===== src/rtl/lsc_pkg.sv =====
package lsc_pkg;

    typedef enum logic [1:0] {
        ST_RUN     = 2'd0,
        ST_RETRY   = 2'd1,
        ST_FENCED  = 2'd2,
        ST_HANDOFF = 2'd3
    } seq_state_e;

    function automatic logic strobe_skew(input logic va, input logic vb);
        return va ^ vb;
    endfunction

    function automatic logic is_fenced(input seq_state_e s);
        return (s == ST_FENCED) || (s == ST_HANDOFF);
    endfunction

endpackage


===== src/rtl/lsc_compare.sv =====
module lsc_compare #(
    parameter int DW    = 32,
    parameter int PW    = 16,
    parameter int LANES = 4
) (
    input  logic          a_valid,
    input  logic          a_ckpt,
    input  logic [PW-1:0] a_pc,
    input  logic [DW-1:0] a_data,
    input  logic          b_valid,
    input  logic          b_ckpt,
    input  logic [PW-1:0] b_pc,
    input  logic [DW-1:0] b_data,
    output logic          mismatch,
    output logic          clean
);
    import lsc_pkg::*;

    localparam int LW = DW / LANES;

    logic [LANES-1:0] lane_diff;
    logic             ctrl_diff;
    logic             both;

    for (genvar g = 0; g < LANES; g++) begin : g_lane
        assign lane_diff[g] = (a_data[g*LW +: LW] != b_data[g*LW +: LW]);
    end

    always_comb begin
        both      = a_valid & b_valid;
        ctrl_diff = (a_pc != b_pc) | (a_ckpt != b_ckpt);
        mismatch  = strobe_skew(a_valid, b_valid) | (both & (ctrl_diff | (|lane_diff)));
        clean     = both & a_ckpt & ~ctrl_diff & ~(|lane_diff);
    end

endmodule


===== src/rtl/lsc_ckpt_store.sv =====
module lsc_ckpt_store #(
    parameter int          DW       = 32,
    parameter int          PW       = 16,
    parameter logic [PW-1:0] RESET_PC = '0
) (
    input  logic          clk,
    input  logic          rst,
    input  logic          commit_en,
    input  logic [PW-1:0] in_pc,
    input  logic [DW-1:0] in_data,
    output logic [PW-1:0] saved_pc,
    output logic [DW-1:0] saved_data
);

    always_ff @(posedge clk) begin
        if (rst) begin
            saved_pc   <= RESET_PC;
            saved_data <= '0;
        end else if (commit_en) begin
            saved_pc   <= in_pc;
            saved_data <= in_data;
        end
    end

    // saved state only moves on a commit
    a_r3_saved_stable: assert property (@(posedge clk) disable iff (rst)
        !commit_en |=> ($stable(saved_pc) && $stable(saved_data)));

endmodule


===== src/rtl/lsc_seq.sv =====
module lsc_seq #(
    parameter int MAX_RETRY = 1
) (
    input  logic clk,
    input  logic rst,
    input  logic mismatch,
    input  logic clean,
    input  logic spare_ack,
    input  logic spare_none,
    input  logic role_critical,
    output logic commit_en,
    output logic commit_valid,
    output logic retry_req,
    output logic fence,
    output logic spare_req,
    output logic reassign_req
);
    import lsc_pkg::*;

    localparam int CW = (MAX_RETRY < 1) ? 1 : $clog2(MAX_RETRY + 1);

    seq_state_e     state_q, state_d;
    logic [CW-1:0]  cnt_q, cnt_d;
    logic           reassign_d;

    always_comb begin
        state_d    = state_q;
        cnt_d      = cnt_q;
        reassign_d = reassign_req;
        commit_en  = 1'b0;
        unique case (state_q)
            ST_RUN: begin
                if (mismatch) begin
                    if (cnt_q < CW'(MAX_RETRY)) begin
                        state_d = ST_RETRY;
                        cnt_d   = cnt_q + 1'b1;
                    end else begin
                        state_d = ST_FENCED;
                    end
                end else if (clean) begin
                    commit_en = 1'b1;
                    cnt_d     = '0;
                end
            end
            ST_RETRY:  state_d = ST_RUN;
            ST_FENCED: begin
                if (spare_ack) begin
                    state_d = ST_HANDOFF;
                end else if (spare_none) begin
                    state_d    = ST_HANDOFF;
                    reassign_d = role_critical;
                end
            end
            ST_HANDOFF: state_d = ST_HANDOFF;
            default:    state_d = ST_RUN;
        endcase
    end

    always_ff @(posedge clk) begin
        if (rst) begin
            state_q      <= ST_RUN;
            cnt_q        <= '0;
            commit_valid <= 1'b0;
            reassign_req <= 1'b0;
        end else begin
            state_q      <= state_d;
            cnt_q        <= cnt_d;
            commit_valid <= commit_en;
            reassign_req <= reassign_d;
        end
    end

    assign retry_req = (state_q == ST_RETRY);
    assign fence     = is_fenced(state_q);
    assign spare_req = (state_q == ST_FENCED);

    // retry request is a single-cycle pulse
    a_r4_single_retry: assert property (@(posedge clk) disable iff (rst)
        retry_req |=> !retry_req);

    // sparing request held until answered
    a_r8_spare_hold: assert property (@(posedge clk) disable iff (rst)
        (spare_req && !spare_ack && !spare_none) |=> spare_req);

    // reassignment only ever accompanies a fenced unit
    a_r10_reassign_fenced: assert property (@(posedge clk) disable iff (rst)
        reassign_req |-> fence);

endmodule


===== src/rtl/lockstep_ckpt_guard.sv =====
module lockstep_ckpt_guard #(
    parameter int            DW        = 32,
    parameter int            PW        = 16,
    parameter int            LANES     = 4,
    parameter int            MAX_RETRY = 1,
    parameter logic [PW-1:0] RESET_PC  = 16'h0100
) (
    input  logic          clk,
    input  logic          rst,
    input  logic          eng_a_valid,
    input  logic          eng_a_ckpt,
    input  logic [PW-1:0] eng_a_pc,
    input  logic [DW-1:0] eng_a_data,
    input  logic          eng_b_valid,
    input  logic          eng_b_ckpt,
    input  logic [PW-1:0] eng_b_pc,
    input  logic [DW-1:0] eng_b_data,
    input  logic          spare_ack,
    input  logic          spare_none,
    input  logic          role_critical,
    output logic          commit_valid,
    output logic [PW-1:0] commit_pc,
    output logic [DW-1:0] commit_data,
    output logic          retry_req,
    output logic [PW-1:0] retry_pc,
    output logic          fence,
    output logic          spare_req,
    output logic [PW-1:0] spare_pc,
    output logic [DW-1:0] spare_data,
    output logic          reassign_req
);

    logic          mismatch, clean, commit_en;
    logic [PW-1:0] saved_pc;
    logic [DW-1:0] saved_data;

    lsc_compare #(.DW(DW), .PW(PW), .LANES(LANES)) u_cmp (
        .a_valid (eng_a_valid), .a_ckpt (eng_a_ckpt), .a_pc (eng_a_pc), .a_data (eng_a_data),
        .b_valid (eng_b_valid), .b_ckpt (eng_b_ckpt), .b_pc (eng_b_pc), .b_data (eng_b_data),
        .mismatch(mismatch), .clean(clean)
    );

    lsc_seq #(.MAX_RETRY(MAX_RETRY)) u_seq (
        .clk(clk), .rst(rst), .mismatch(mismatch), .clean(clean),
        .spare_ack(spare_ack), .spare_none(spare_none), .role_critical(role_critical),
        .commit_en(commit_en), .commit_valid(commit_valid), .retry_req(retry_req),
        .fence(fence), .spare_req(spare_req), .reassign_req(reassign_req)
    );

    lsc_ckpt_store #(.DW(DW), .PW(PW), .RESET_PC(RESET_PC)) u_store (
        .clk(clk), .rst(rst), .commit_en(commit_en),
        .in_pc(eng_a_pc), .in_data(eng_a_data),
        .saved_pc(saved_pc), .saved_data(saved_data)
    );

    assign commit_pc   = saved_pc;
    assign commit_data = saved_data;
    assign retry_pc    = saved_pc;
    assign spare_pc    = saved_pc;
    assign spare_data  = saved_data;

    // an agreeing checkpoint in normal running commits next cycle
    a_r2_commit: assert property (@(posedge clk) disable iff (rst)
        (!fence && !retry_req && eng_a_valid && eng_b_valid && eng_a_ckpt && eng_b_ckpt
         && eng_a_pc == eng_b_pc && eng_a_data == eng_b_data)
        |=> (commit_valid && commit_pc == $past(eng_a_pc) && commit_data == $past(eng_a_data)));

    // strobe skew in normal running leads to retry or fence
    a_r5_skew: assert property (@(posedge clk) disable iff (rst)
        (!fence && !retry_req && (eng_a_valid != eng_b_valid)) |=> (retry_req || fence));

    // no commit reported while fenced
    a_r8_no_commit_fenced: assert property (@(posedge clk) disable iff (rst)
        fence |-> !commit_valid);

    // fence is sticky until reset
    a_r9_fence_sticky: assert property (@(posedge clk) disable iff (rst)
        fence |=> fence);

endmodule


===== config.mk =====
export PLATFORM = sky130hd
export DESIGN_NAME = lockstep_ckpt_guard
export DESIGN_NICKNAME = d
export VERILOG_FILES = /design/src/rtl/lsc_pkg.sv /design/src/rtl/lsc_compare.sv /design/src/rtl/lsc_ckpt_store.sv /design/src/rtl/lsc_seq.sv /design/src/rtl/lockstep_ckpt_guard.sv
export SDC_FILE = /design/constraint.sdc
export NUM_CORES = 1
export LEC_CHECK = 0
export BUFFER_PORTS_ARGS = -buffer_cell sky130_fd_sc_hd__buf_2
export CORE_UTILIZATION = 43
export DETAILED_ROUTE_END_ITERATION = 8
export MAX_ROUTING_LAYER = met4
export PLACE_DENSITY = 0.91
export SLEW_MARGIN = 20
export SYNTH_ARGS = -nofsm -noshare
export SYNTH_HDL_FRONTEND = slang
export SYNTH_SLANG_ARGS = --single-unit

===== constraint.sdc =====
create_clock -name clk -period 2.1 [get_ports clk]
set_input_delay 0.105 -clock clk [delete_from_list [all_inputs] [get_ports clk]]
set_output_delay 0.105 -clock clk [all_outputs]
set_load 0.02 [all_outputs]

==> results of run 1 <==
[worst max-delay path, cell delays in order (launching register included)]
cell,delay [ns]
dfxtp_1,0.38
nor2_1,0.19
and3_1,0.23
nand3_1,0.13
nor4_4,0.25
buf_12,0.35
mux2i_1,0.24
[layout by cell type, fill, tap and decap left out, types with 2 or more instances in the layout]
cell type and instances:
buf_2 221, nand2b_1 94, dfxtp_1 53, xor2_1 49, mux2i_1 49, nor4_1 25
nor2_1 10, nand4_1 5, clkbuf_8 5, buf_4 4, nand3_1 3, or4_1 3
inv_1 2, nor3_1 2, a21oi_1 2, clkinv_2 2
[cells in the mapped netlist]
master,instances,area share [%]
a21oi_1,2,0.29
and3_1,1,0.18
buf_4,67,14
buf_6,2,0.64
clkbuf_1,12,1.3
dfxtp_1,53,30
ha_1,1,0.36
inv_1,2,0.21
mux2i_1,49,14
nand2_1,1,0.11
nand2b_1,94,17
nand3_1,3,0.43
nand3b_1,1,0.21
nand4_1,5,0.89
nor2_1,10,1.1
nor2b_1,1,0.18
nor3_1,2,0.29
nor4_1,25,4.5
nor4_4,1,0.61
o21ai_1,1,0.14
o22ai_1,1,0.18
o32ai_1,1,0.25
or4_1,3,0.64
xor2_1,49,12
[routing by layer]
metal / track usage (%) / part of all wire (%)
met2: 41.7 / 51
met1: 26.2 / 41
met5: - / 0
met3: 2.87 / 6.2
met4: 5.86 / 1.1
[path summary, 6_finish.rpt]
path                                               to  cells after the start             startpoint
worst max-delay path              u_store.saved_pc[8]                      6       u_seq.state_q[0]
worst min-delay path               u_seq.reassign_req                      3          role_critical
worst max register to register    u_store.saved_pc[8]                      6       u_seq.state_q[0]
worst min register to register  u_store.saved_data[2]                      2  u_store.saved_data[2]
[report_power, final]
part / switching, uW / internal [uW]
logic: 244 / 191
registers: 17.5 / 1020
clock network: 332 / 232
total: 594 / 1440
[registers in the layout, indices dropped and copies added (netlist names)]
name                cells
u_store.saved_data     32
u_seq.reassign_req      1
u_store.saved_pc       16
u_seq.state_q           2
u_seq.commit_valid      1
u_seq.cnt_q             1
[through the flow]
| stage | cell area, um^2 | total power [uW] | cells | utilization, % |
|---|---|---|---|---|
| after floorplan | 3510 | 1280 | 387 | - |
| after global placement | 4220 | 1490 | 634 | 54.1 |
| after detailed placement | 4220 | 1500 | 634 | 54.1 |
| after CTS | 4300 | 2060 | 642 | 55.1 |
| after global routing | 4300 | 2130 | 642 | 55.1 |
| final | 4300 | 2040 | 642 | 55.1 |
[logic make-up after synthesis]
family                     count (synthesis)  share of synthesized area [%]
and+or+nand+nor                          147                           25.8
muxes                                     49                           14.0
adders and majority gates                  1                          0.357
xor gates and xnor gates                  49                           12.2
DFF                                       53                           30.3
AOI/OAI and AO/OA                          5                          0.856
buffers and inverters                     83                           16.5
[cell type report]
type	instances	area, um^2	area share [%]
inverter	2	7.51	0.174
multi-input combinational	251	1870	43.4
timing repair buffer	226	1160	26.9
tap	102	128	2.97
sequential	53	1060	24.7
clock buffer	6	72.6	1.69
clock inverter	2	10.0	0.233
==> results by group, run 1 <==
STA
  – Setup TNS: 0 ns
  – RSZ-0062 raised after global routing: no
  – Final Cycle Share: 89.4%
  – Final Hold Fails: 0
  – Hold_ws: 0.0376 ns
  – # setup viols final: 0
  – Clock Skews: 0.00868 ns
  – Max Slew Vio Count: 0
  – Measured slew at the worst slew-check pin: 0.701 ns
  – Slew headroom: 53.3%
  – Setup WS post-layout: 0.223 ns
  – Fmax: 533 MHz
  – Tmin final: 1.88 ns

Worst setup path
  – Setup Crit Path Kind: flop to flop
  – Crit path required time: 2.33 ns
  – Worst-path maximum fanout: 43
  – Arr. time, crit path: 2.11 ns
  – Reg2reg setup slack: 0.22 ns
  – Crit end category: flop
  – Startpoint types: flop

Routing
  – 1st-iter DRT viols: 111
  – Routed wire length: 9.83 mm
  – DR DRC count: 0
  – WL/cell: 15.3 um
  – Vias/cell: 4.89
  – Remaining antenna violation count after routing: 0
  – Via count: 3,140
  – DR pass1 iterations: 4

Clock network
  – Post-cts resize count: 0
  – Hold_buf cts: 0
  – Worst-Skew Late Latency: 0.30 ns
  – Root Buffer: clkbuf_8
  – Post-CTS setup buffers: 0
  – Clock Tree Buf Depth: 2
  – Clock transition at path regs: 0.10 ns
  – CTS tree: done
  – H-Tree Depth: 2
  – CTS Sinks: 53
  – Num CTS Buffers: 5

Global routing
  – Total grt overflow: 0
  – Vias in the first global route: 2,991
  – Largest net degree at the start of global routing: 52
  – Total Routing Usage GR: 22.8%
  – Initial antenna violation count: 0
  – First-pass GRT wire length: 14.8 mm

Place
  – Placer Congestion: 0.781
  – DP Worst Slack: 0.000834 ns
  – Port bufs: 221
  – DP HPWL: 8.04 mm

Floorplan
  – Initial core utilization: 44.9%
  – Die area: 8520 um^2
  – Core area: 7810 um^2
  – Io pins: 222
  – Die height: 92.3 um
  – Die X-Extent: 92.3 um
  – Row cnt: 32

Hold path
  – HP Class: input pin to flop

Logic synthesis
  – Netlist area before placement: 3510 um^2
  – Mean Syn Cell Area: 9.06 um^2
  – Syn. warnings: 0
  – Syn Nets: 493
  – Sequential area share after synthesis: 30.3%
  – Synth Instances: 387
  – Flops & latches, synth: 53
  – Synth cell types: 24

Cells and area
  – Final nets: 645
  – Share of layout cells above drive strength 1: 43.3%
  – N_diodes: 0
  – Fill count: 759
  – Area growth syn-to-layout: 22.7%

Job
  – Max Cap Viol: 0

Run status
  – Status: complete, no violations

Power and ir drop
  – Maximum VDD drop: 0.216 mV
  – Static leakage: 0.00212 uW
  – Pwr dens: 473 nW/um^2
No activity file was read; power rests on OpenSTA's default activity.
==> inputs of run 2 (changes only) <==
--- a/config.mk
+++ b/config.mk
@@ -5,11 +5,13 @@
 export SDC_FILE = /design/constraint.sdc
 export NUM_CORES = 1
 export LEC_CHECK = 0
+export ABC_AREA = 1
 export BUFFER_PORTS_ARGS = -buffer_cell sky130_fd_sc_hd__buf_2
-export CORE_UTILIZATION = 43
+export CORE_MARGIN = 3
+export CORE_UTILIZATION = 44
 export DETAILED_ROUTE_END_ITERATION = 8
 export MAX_ROUTING_LAYER = met4
-export PLACE_DENSITY = 0.91
+export PLACE_DENSITY = 0.92
 export SLEW_MARGIN = 20
 export SYNTH_ARGS = -nofsm -noshare
 export SYNTH_HDL_FRONTEND = slang
==> results by group, run 2 <==
Logic synthesis
  – Syn. warnings: 0 (unchanged)
  – Most common cell in the netlist: nand2_1
  – Top cells by count, synth: 142 x nand2_1, 124 x nor2_1, 74 x inv_1
  – Mean Syn Cell Area: 6.26 um^2 (-31%)
  – Ys flop type: dfxtp_1
  – Number of flops mapped to enable cells by yosys: 0 (unchanged)
  – Sequential area share after synthesis: 29.2% (-1.1 points)
  – Synth area leader: dfxtp_1
  – Asr flop ratio synth: 0% (unchanged)
  – Syn Nets: 687 (+39%)
  – Top cells by area, synth: dfxtp_1 29%, nand2_1 15%, buf_4 14%
  – Netlist area before placement: 3640 um^2 (+3.8%)
  – Top-area cell type share of the netlist area: 29.2% (-1.1 points)
  – Synth cell types: 25 (+4.2%)
  – Synth Instances: 581 (+50%)
  – Flops & latches, synth: 53 (unchanged)

Floorplan
  – Die X-Extent: 97.0 um (+5.0%)
  – Initial core utilization: 46.1% (+1.2 points)
  – Row cnt: 32 (unchanged)
  – Die area: 9400 um^2 (+10%)
  – Die height: 97.0 um (+5.0%)
  – Io pins: 222 (unchanged)
  – Core area: 7890 um^2 (+1.0%)

STA
  – Measured slew at the worst slew-check pin: 0.399 ns (-0.302 ns)
  – Slew headroom: 73.4% (+20 points)
  – Setup WS post-layout: 0.533 ns (+0.310 ns)
  – Hold_ws: 0.0433 ns (+0.00569 ns)
  – Tmin final: 1.57 ns (-0.310 ns)
  – Setup TNS: 0 ns (unchanged)
  – Final Hold Fails: 0 (unchanged)
  – Final Cycle Share: 74.6% (-15 points)
  – Fmax: 638 MHz (+20%)
  – Max Slew Vio Count: 0 (unchanged)
  – RSZ-0062 raised after global routing: no
  – Clock Skews: 0.00427 ns (-0.00441 ns)
  – # setup viols final: 0 (unchanged)

Clock network
  – Num CTS Buffers: 5 (unchanged)
  – CTS tree: done
  – CTS Sinks: 53 (unchanged)
  – Clock transition at path regs: 0.09 ns (about the same)
  – Post-CTS setup buffers: 0 (unchanged)
  – Root Buffer: clkbuf_8
  – Worst-Skew Late Latency: 0.30 ns (about the same)
  – Clock Tree Buf Depth: 2 (unchanged)
  – H-Tree Depth: 2 (unchanged)

Cells and area
  – Most frequent cells in the layout: 221 x buf_2, 142 x nand2_1, 122 x nor2_1, 74 x inv_1, 53 x dfxtp_1
  – Biggest register: u_store.saved_data
  – Max reg flops: 32 (unchanged)
  – Commonest non-fill, non-tap cell in the layout: buf_2
  – Share of layout cells above drive strength 1: 34.2% (-9.1 points)
  – Fin area: 4490 um^2 (+4.4%)
  – Biggest regs: u_store.saved_data x32, u_store.saved_pc x16, u_seq.state_q x2
  – Multi-input gate area in the final layout: 1680 um^2 (-10%)
  – Area growth syn-to-layout: 23.4%
  – Final Util: 56.9% (+1.8 points)
  – N_diodes: 0 (unchanged)
  – Sequential cell area: 1060 um^2 (unchanged)
  – Fill count: 814 (+7.2%)
  – Final nets: 836 (+30%)

Routing
  – DR DRC count: 0 (unchanged)
  – Via count: 3,831 (+22%)
  – Routed wire length: 10.0 mm (+1.7%)
  – Vias/cell: 4.60 (-6.0%)
  – Remaining antenna violation count after routing: 0 (unchanged)
  – WL/cell: 12.0 um (-22%)
  – DR pass1 iterations: 7 (+3)
  – 1st-iter DRT viols: 113 (+1.8%)

Global routing
  – Largest net degree at the start of global routing: 30 (-42%)
  – Initial antenna violation count: 0 (unchanged)
  – Total grt overflow: 0 (unchanged)
  – First-pass GRT wire length: 15.6 mm (+6.0%)
  – Total Routing Usage GR: 20.4% (-2.4 points)
  – Vias in the first global route: 3,404 (+14%)

Hold path
  – Hold_sp: eng_a_pc[8]
  – HP Class: input pin to flop
  – Cells on Worst Hold Path: 3 (unchanged)
  – Hold path endpoint: u_store.saved_pc[8]

Worst setup path
  – Reg2reg setup slack: 0.65 ns (+0.43 ns)
  – Crit path required time: 2.34 ns (about the same)
  – Setup Crit Path Kind: input pin to flop
  – Worst-path maximum fanout: 19 (-56%)
  – Crit end category: flop
  – Buf/Inv on CP: 3 (+2)
  – CP max stage delay: 0.24 ns (-0.14 ns)
  – Worst path slowest cell: buf_4
  – Startpoint types: input pin
  – RR Endpoint: u_store.saved_data[10]
  – Cells on worst reg2reg path: 6 (unchanged)
  – Cell family with the largest share of critical-path delay: simple AND/OR/NAND/NOR gates
  – Worst setup path start: eng_a_pc[4]
  – CP most frequent cell: nor2_1
  – Worst r2r src: u_seq.state_q[1]
  – Critical-path cell list: buf_2 > xnor2_1 > nand2_1 > nor2_1 > nand3_1 > nor2_1 > nand2_2 > nand2_2 > nand4_4 > inv_2 > buf_4 > nor2_1 > nor2_1
  – Arr. time, crit path: 1.81 ns (-0.30 ns)

Power and ir drop
  – Pwr dens: 480 nW/um^2 (+1.4%)
  – Static leakage: 0.00268 uW (+26%)
  – Maximum VDD drop: 0.331 mV (+53%)

Job
  – Max Cap Viol: 0 (unchanged)

Run status
  – Status: complete, no violations

Place
  – Dpl cell area: 4400 um^2 (+4.3%)
  – DP Worst Slack: 0.206 ns (+0.205 ns)
  – DP HPWL: 8.12 mm (+0.90%)
  – Port bufs: 221 (unchanged)
  – Placer Congestion: 0.814 (+4.3%)
==> run 2: logic make-up (layout without fill, tap and decap cells) <==
family,count (synthesis),after routing,synth area share [%]
buffers and inverters,170,320,25.3
flip-flops,53,53,29.2
XOR/XNOR,26,26,6.26
AO/OA/AOI/OAI,6,6,1.03
adder cells (fa/ha/maj),1,1,0.344
AND/OR/NAND/NOR,325,325,37.9
==> run 2: worst reg2reg max path, cell delays in order, from the launching register on <==
cell and delay [ns]:
dfxtp_1 0.37, nor2_4 0.34, nand4_4 0.16, inv_2 0.11, buf_4 0.24, nor2_1 0.07
nor2_1 0.11
==> run 2: worst max path at each step <==
stage,slack [ns],cells after the start,end
floorplan,0.59,6,u_store.saved_data[23]
global placement,0.25,12,u_store.saved_data[2]
detailed placement,0.21,16,u_store.saved_data[10]
CTS,0.52,16,u_store.saved_data[28]
global route,0.27,13,u_store.saved_data[11]
finish,0.53,13,u_store.saved_data[10]
==> run 2: cell type report <==
| cell class | instances | area share, % |
|---|---|---|
| tap | 102 | 2.84 |
| sequential | 53 | 23.6 |
| timing repair buffer | 232 | 27.6 |
| inverter | 80 | 6.69 |
| clock buffer | 8 | 1.78 |
| multi-input combinational | 358 | 37.4 |
==> run 2: what timing repair did <==
action / in CTS / in global routing
hold endpoints to repair: 2 / 0
hold buffers: 1 / 0
gates resized for setup: 0 / 0
==> run 2: metal layers <==
| metal | GRT usage, % | wire (um) | vias to the layer above |
|---|---|---|---|
| met1 | 23.5 | 4010 | 1683 |
| met5 | - | 0 | - |
| li1 | - | - | 1990 |
| met3 | 3.39 | 716 | 11 |
| met4 | 4.10 | 109 | 0 |
| met2 | 37.1 | 5160 | 147 |
==> run 2: report_power, final <==
| part | switching (uW) | internal [uW] | leakage [uW] |
|---|---|---|---|
| Sequential | 14.8 | 1020 | 0.000427 |
| Clock | 311 | 238 | 0.0000395 |
| Combinational | 350 | 223 | 0.00222 |
| Total | 676 | 1480 | 0.00268 |
==> run 2: metrics by stage <==
stage               power (uW)  cells
finish                    2150    833
global route              2290    833
floorplan                 1390    581
detailed placement        1630    824
global placement          1620    824
CTS                       2180    833
==> inputs of run 3 (changes only) <==
==> constraint.sdc (replaced) <==
create_clock -name clk -period 1.6 [get_ports clk]
set_input_delay 0.08 -clock clk [delete_from_list [all_inputs] [get_ports clk]]
set_output_delay 0.08 -clock clk [all_outputs]
set_load 0.02 [all_outputs]
==> results by group, run 3 (same netlist as run 2, synthesis figures left out) <==
Run status
  – Status: complete, no violations

Clock network
  – Clock Tree Buf Depth: 2 (unchanged)
  – H-Tree Depth: 2 (unchanged)
  – Num CTS Buffers: 5 (unchanged)
  – CTS tree: done
  – Root Buffer: clkbuf_8
  – CTS Sinks: 53 (unchanged)
  – Clock transition at path regs: 0.10 ns (about the same)
  – Worst-Skew Late Latency: 0.30 ns (about the same)

Power and ir drop
  – Pwr dens: 667 nW/um^2 (+39%)
  – Total power: 3240 uW (+50%)
  – Reg power frac: 41.8% (-6.1 points)
  – Static leakage: 0.00289 uW (+7.7%)
  – Maximum VDD drop: 0.502 mV (+51%)
  – Clock Power Share: 33.1% (+7.6 points)
  – Pint: 2300 uW (+55%)
  – Sw power: 946 uW (+40%)
  – Comb power frac: 25.1% (-1.5 points)
  – Switching Share: 29.2% (-2.2 points)

Cells and area
  – Fin area: 4860 um^2 (+8.3%)
  – Commonest non-fill, non-tap cell in the layout: buf_2
  – Final nets: 871 (+4.2%)
  – Area growth syn-to-layout: 33.6%
  – Share of layout cells above drive strength 1: 38.4% (+4.2 points)
  – Most frequent cells in the layout: 221 x buf_2, 142 x nand2_1, 117 x nor2_1, 74 x inv_1, 53 x dfxtp_1
  – Multi-input gate area in the final layout: 1700 um^2 (+1.2%)
  – Biggest regs: u_store.saved_data x32, u_store.saved_pc x16, u_seq.state_q x2
  – Biggest register: u_store.saved_data
  – Sequential cell area: 1060 um^2 (unchanged)
  – Fill count: 758 (-6.9%)
  – Max reg flops: 32 (unchanged)

Place
  – DP Worst Slack: -0.239 ns (-0.445 ns)
  – Placer Congestion: 0.827 (+1.6%)
  – DP HPWL: 8.46 mm (+4.2%)
  – Port bufs: 221 (unchanged)
  – Dpl cell area: 4670 um^2 (+6.1%)

Global routing
  – Layer with the highest usage: met2
  – Vias in the first global route: 3,552 (+4.3%)
  – Initial antenna violation count: 1 (+1)
  – Met1 Use GR: 24.1% (+0.59 points)
  – Total grt overflow: 0 (unchanged)
  – GRT met2 Usage: 38.3% (+1.2 points)
  – Met3 Use GR: 3.82% (+0.43 points)
  – First-pass GRT wire length: 16.5 mm (+5.3%)
  – Total Routing Usage GR: 21.3% (+0.92 points)
  – Largest net degree at the start of global routing: 40 (+33%)

Floorplan
  – Io pins: 222 (unchanged)
  – Die X-Extent: 97.0 um (unchanged)
  – Core area: 7890 um^2 (unchanged)
  – Initial core utilization: 46.1% (unchanged)
  – Die height: 97.0 um (unchanged)
  – Die area: 9400 um^2 (unchanged)
  – Row cnt: 32 (unchanged)

Routing
  – Via count: 4,005 (+4.5%)
  – 1st-iter DRT viols: 187 (+65%)
  – WL/cell: 12.2 um (+1.6%)
  – Vias/cell: 4.61 (+0.21%)
  – Remaining antenna violation count after routing: 0 (unchanged)
  – DR pass1 iterations: 4 (-3)
  – DR DRC count: 0 (unchanged)
  – Routed wire length: 10.6 mm (+6.0%)

Worst setup path
  – Setup Crit Path Kind: input pin to flop
  – Crit end category: flop
  – CP most frequent cell: nand2_1
  – CP max stage delay: 0.22 ns (-0.02 ns)
  – Worst setup path start: eng_a_data[9]
  – Worst path slowest cell: buf_12
  – Cells on worst reg2reg path: 5 (-1)
  – Buf/Inv on CP: 3 (unchanged)
  – Worst-path maximum fanout: 39 (+20)
  – RR Endpoint: u_store.saved_data[25]
  – Cell depth of the worst setup path: 15 (+2)
  – Critical-path cell list: buf_2 > inv_1 > nand2_1 > nand2_1 > nor2_2 > nand2_1 > nor2_1 > nand2_1 > nor2_2 > nand2_2 > a21oi_4 > buf_12 > nand4_1 > nand2_1 > nor2_1
  – Arr. time, crit path: 1.62 ns (-0.19 ns)
  – Startpoint types: input pin
  – Crit path required time: 1.80 ns (-0.54 ns)
  – Reg2reg setup slack: 0.36 ns (-0.29 ns)
  – Worst r2r src: u_seq.state_q[1]
  – Cell family with the largest share of critical-path delay: simple AND/OR/NAND/NOR gates
  – CP Capture Point: u_store.saved_data[25]

STA
  – Measured slew at the worst slew-check pin: 0.302 ns (-0.0966 ns)
  – Final Cycle Share: 88.9%
  – Clock Skews: 0.00892 ns (+0.00466 ns)
  – Max Slew Vio Count: 0 (unchanged)
  – RSZ-0062 raised after global routing: no
  – Fmax: 703 MHz
  – Setup WS post-layout: 0.177 ns (-0.356 ns)
  – Tmin final: 1.42 ns
  – Final Hold Fails: 0 (unchanged)
  – # setup viols final: 0 (unchanged)
  – Slew headroom: 79.9% (+6.5 points)

Job
  – Max Cap Viol: 0 (unchanged)

Hold path
  – HP Class: input pin to flop
## run 3: cell types whose count changed in the layout (fill, tap and decap cells not counted), moves of 2 or more
cell	delta
nor2_2	+5
buf_4	+33
bufinv_16	+2
nor2_1	-5
clkbuf_1	-3
## run 3: area by class of cell
cell class                      count  share of cell area (%)
Antenna cell                        1                  0.0515
Clock buffer                        5                    1.42
Clock inverter                      3                    1.34
Inverter                           80                    6.23
Multi-Input combinational cell    358                    35.0
Sequential cell                    53                    21.8
Tap cell                          102                    2.62
Timing Repair Buffer              267                    31.5
## run 3: worst register-to-register path, stage by stage (launching register included)
cell and delay [ns]:
dfxtp_1 0.38, nor2_4 0.18, buf_4 0.32, nand4_1 0.16, nand2_1 0.08, nor2_1 0.04
## run 3: worst min path at each step
stage	from	endpoint	slack (ns)	cells after the start
after global routing	eng_a_pc[8]	u_store.saved_pc[8]	0.03	3
final	eng_a_pc[8]	u_store.saved_pc[8]	0.02	3
after detailed placement	rst	u_seq.commit_valid	0.28	2
after CTS	eng_a_pc[8]	u_store.saved_pc[8]	0.01	3
after global placement	rst	u_seq.cnt_q	0.28	2
after floorplan	rst	u_seq.cnt_q	0.15	1
## run 3: timing repair
item / in CTS / in global routing
endpoints found under the hold margin: 2 / 0
resized for setup: 0 / 7
hold buffers: 1 / 0
setup endpoints to repair: 0 / 48
setup buffers: 0 / 0
## run 3: layer usage
| metal | routed length (um) | vias up | part of all wire, % |
|---|---|---|---|
| met1 | 4130 | 1776 | 39 |
| met3 | 704 | 11 | 6.6 |
| li1 | - | 2062 | - |
| met2 | 5620 | 156 | 53 |
| met4 | 140 | 0 | 1.3 |
| met5 | 0 | - | 0 |
## run 3: metrics by stage
step | util, % | setup TNS, ns | cells | hold slack, ns
2_1_floorplan | - | 0 | 581 | 0.149
3_3_place_gp | 59.2 | -8.81 | 858 | 0.275
3_5_place_dp | 59.2 | -9.63 | 858 | 0.283
4_1_cts | 61.0 | 0 | 867 | 0.0147
5_1_grt | 61.6 | 0 | 869 | 0.0278
6_report | 61.6 | 0 | 869 | 0.0223
## run 3: power groups by stage
| stage | sequential (uW) | combinational (uW) | clock (uW) |
|---|---|---|---|
| 2_1_floorplan | 1380 | 442 | 0 |
| 6_report | 1360 | 813 | 1070 |
| 4_1_cts | 1350 | 805 | 1100 |
| 5_1_grt | 1360 | 906 | 1160 |
| 3_3_place_gp | 1380 | 788 | 0 |
| 3_5_place_dp | 1390 | 800 | 0 |
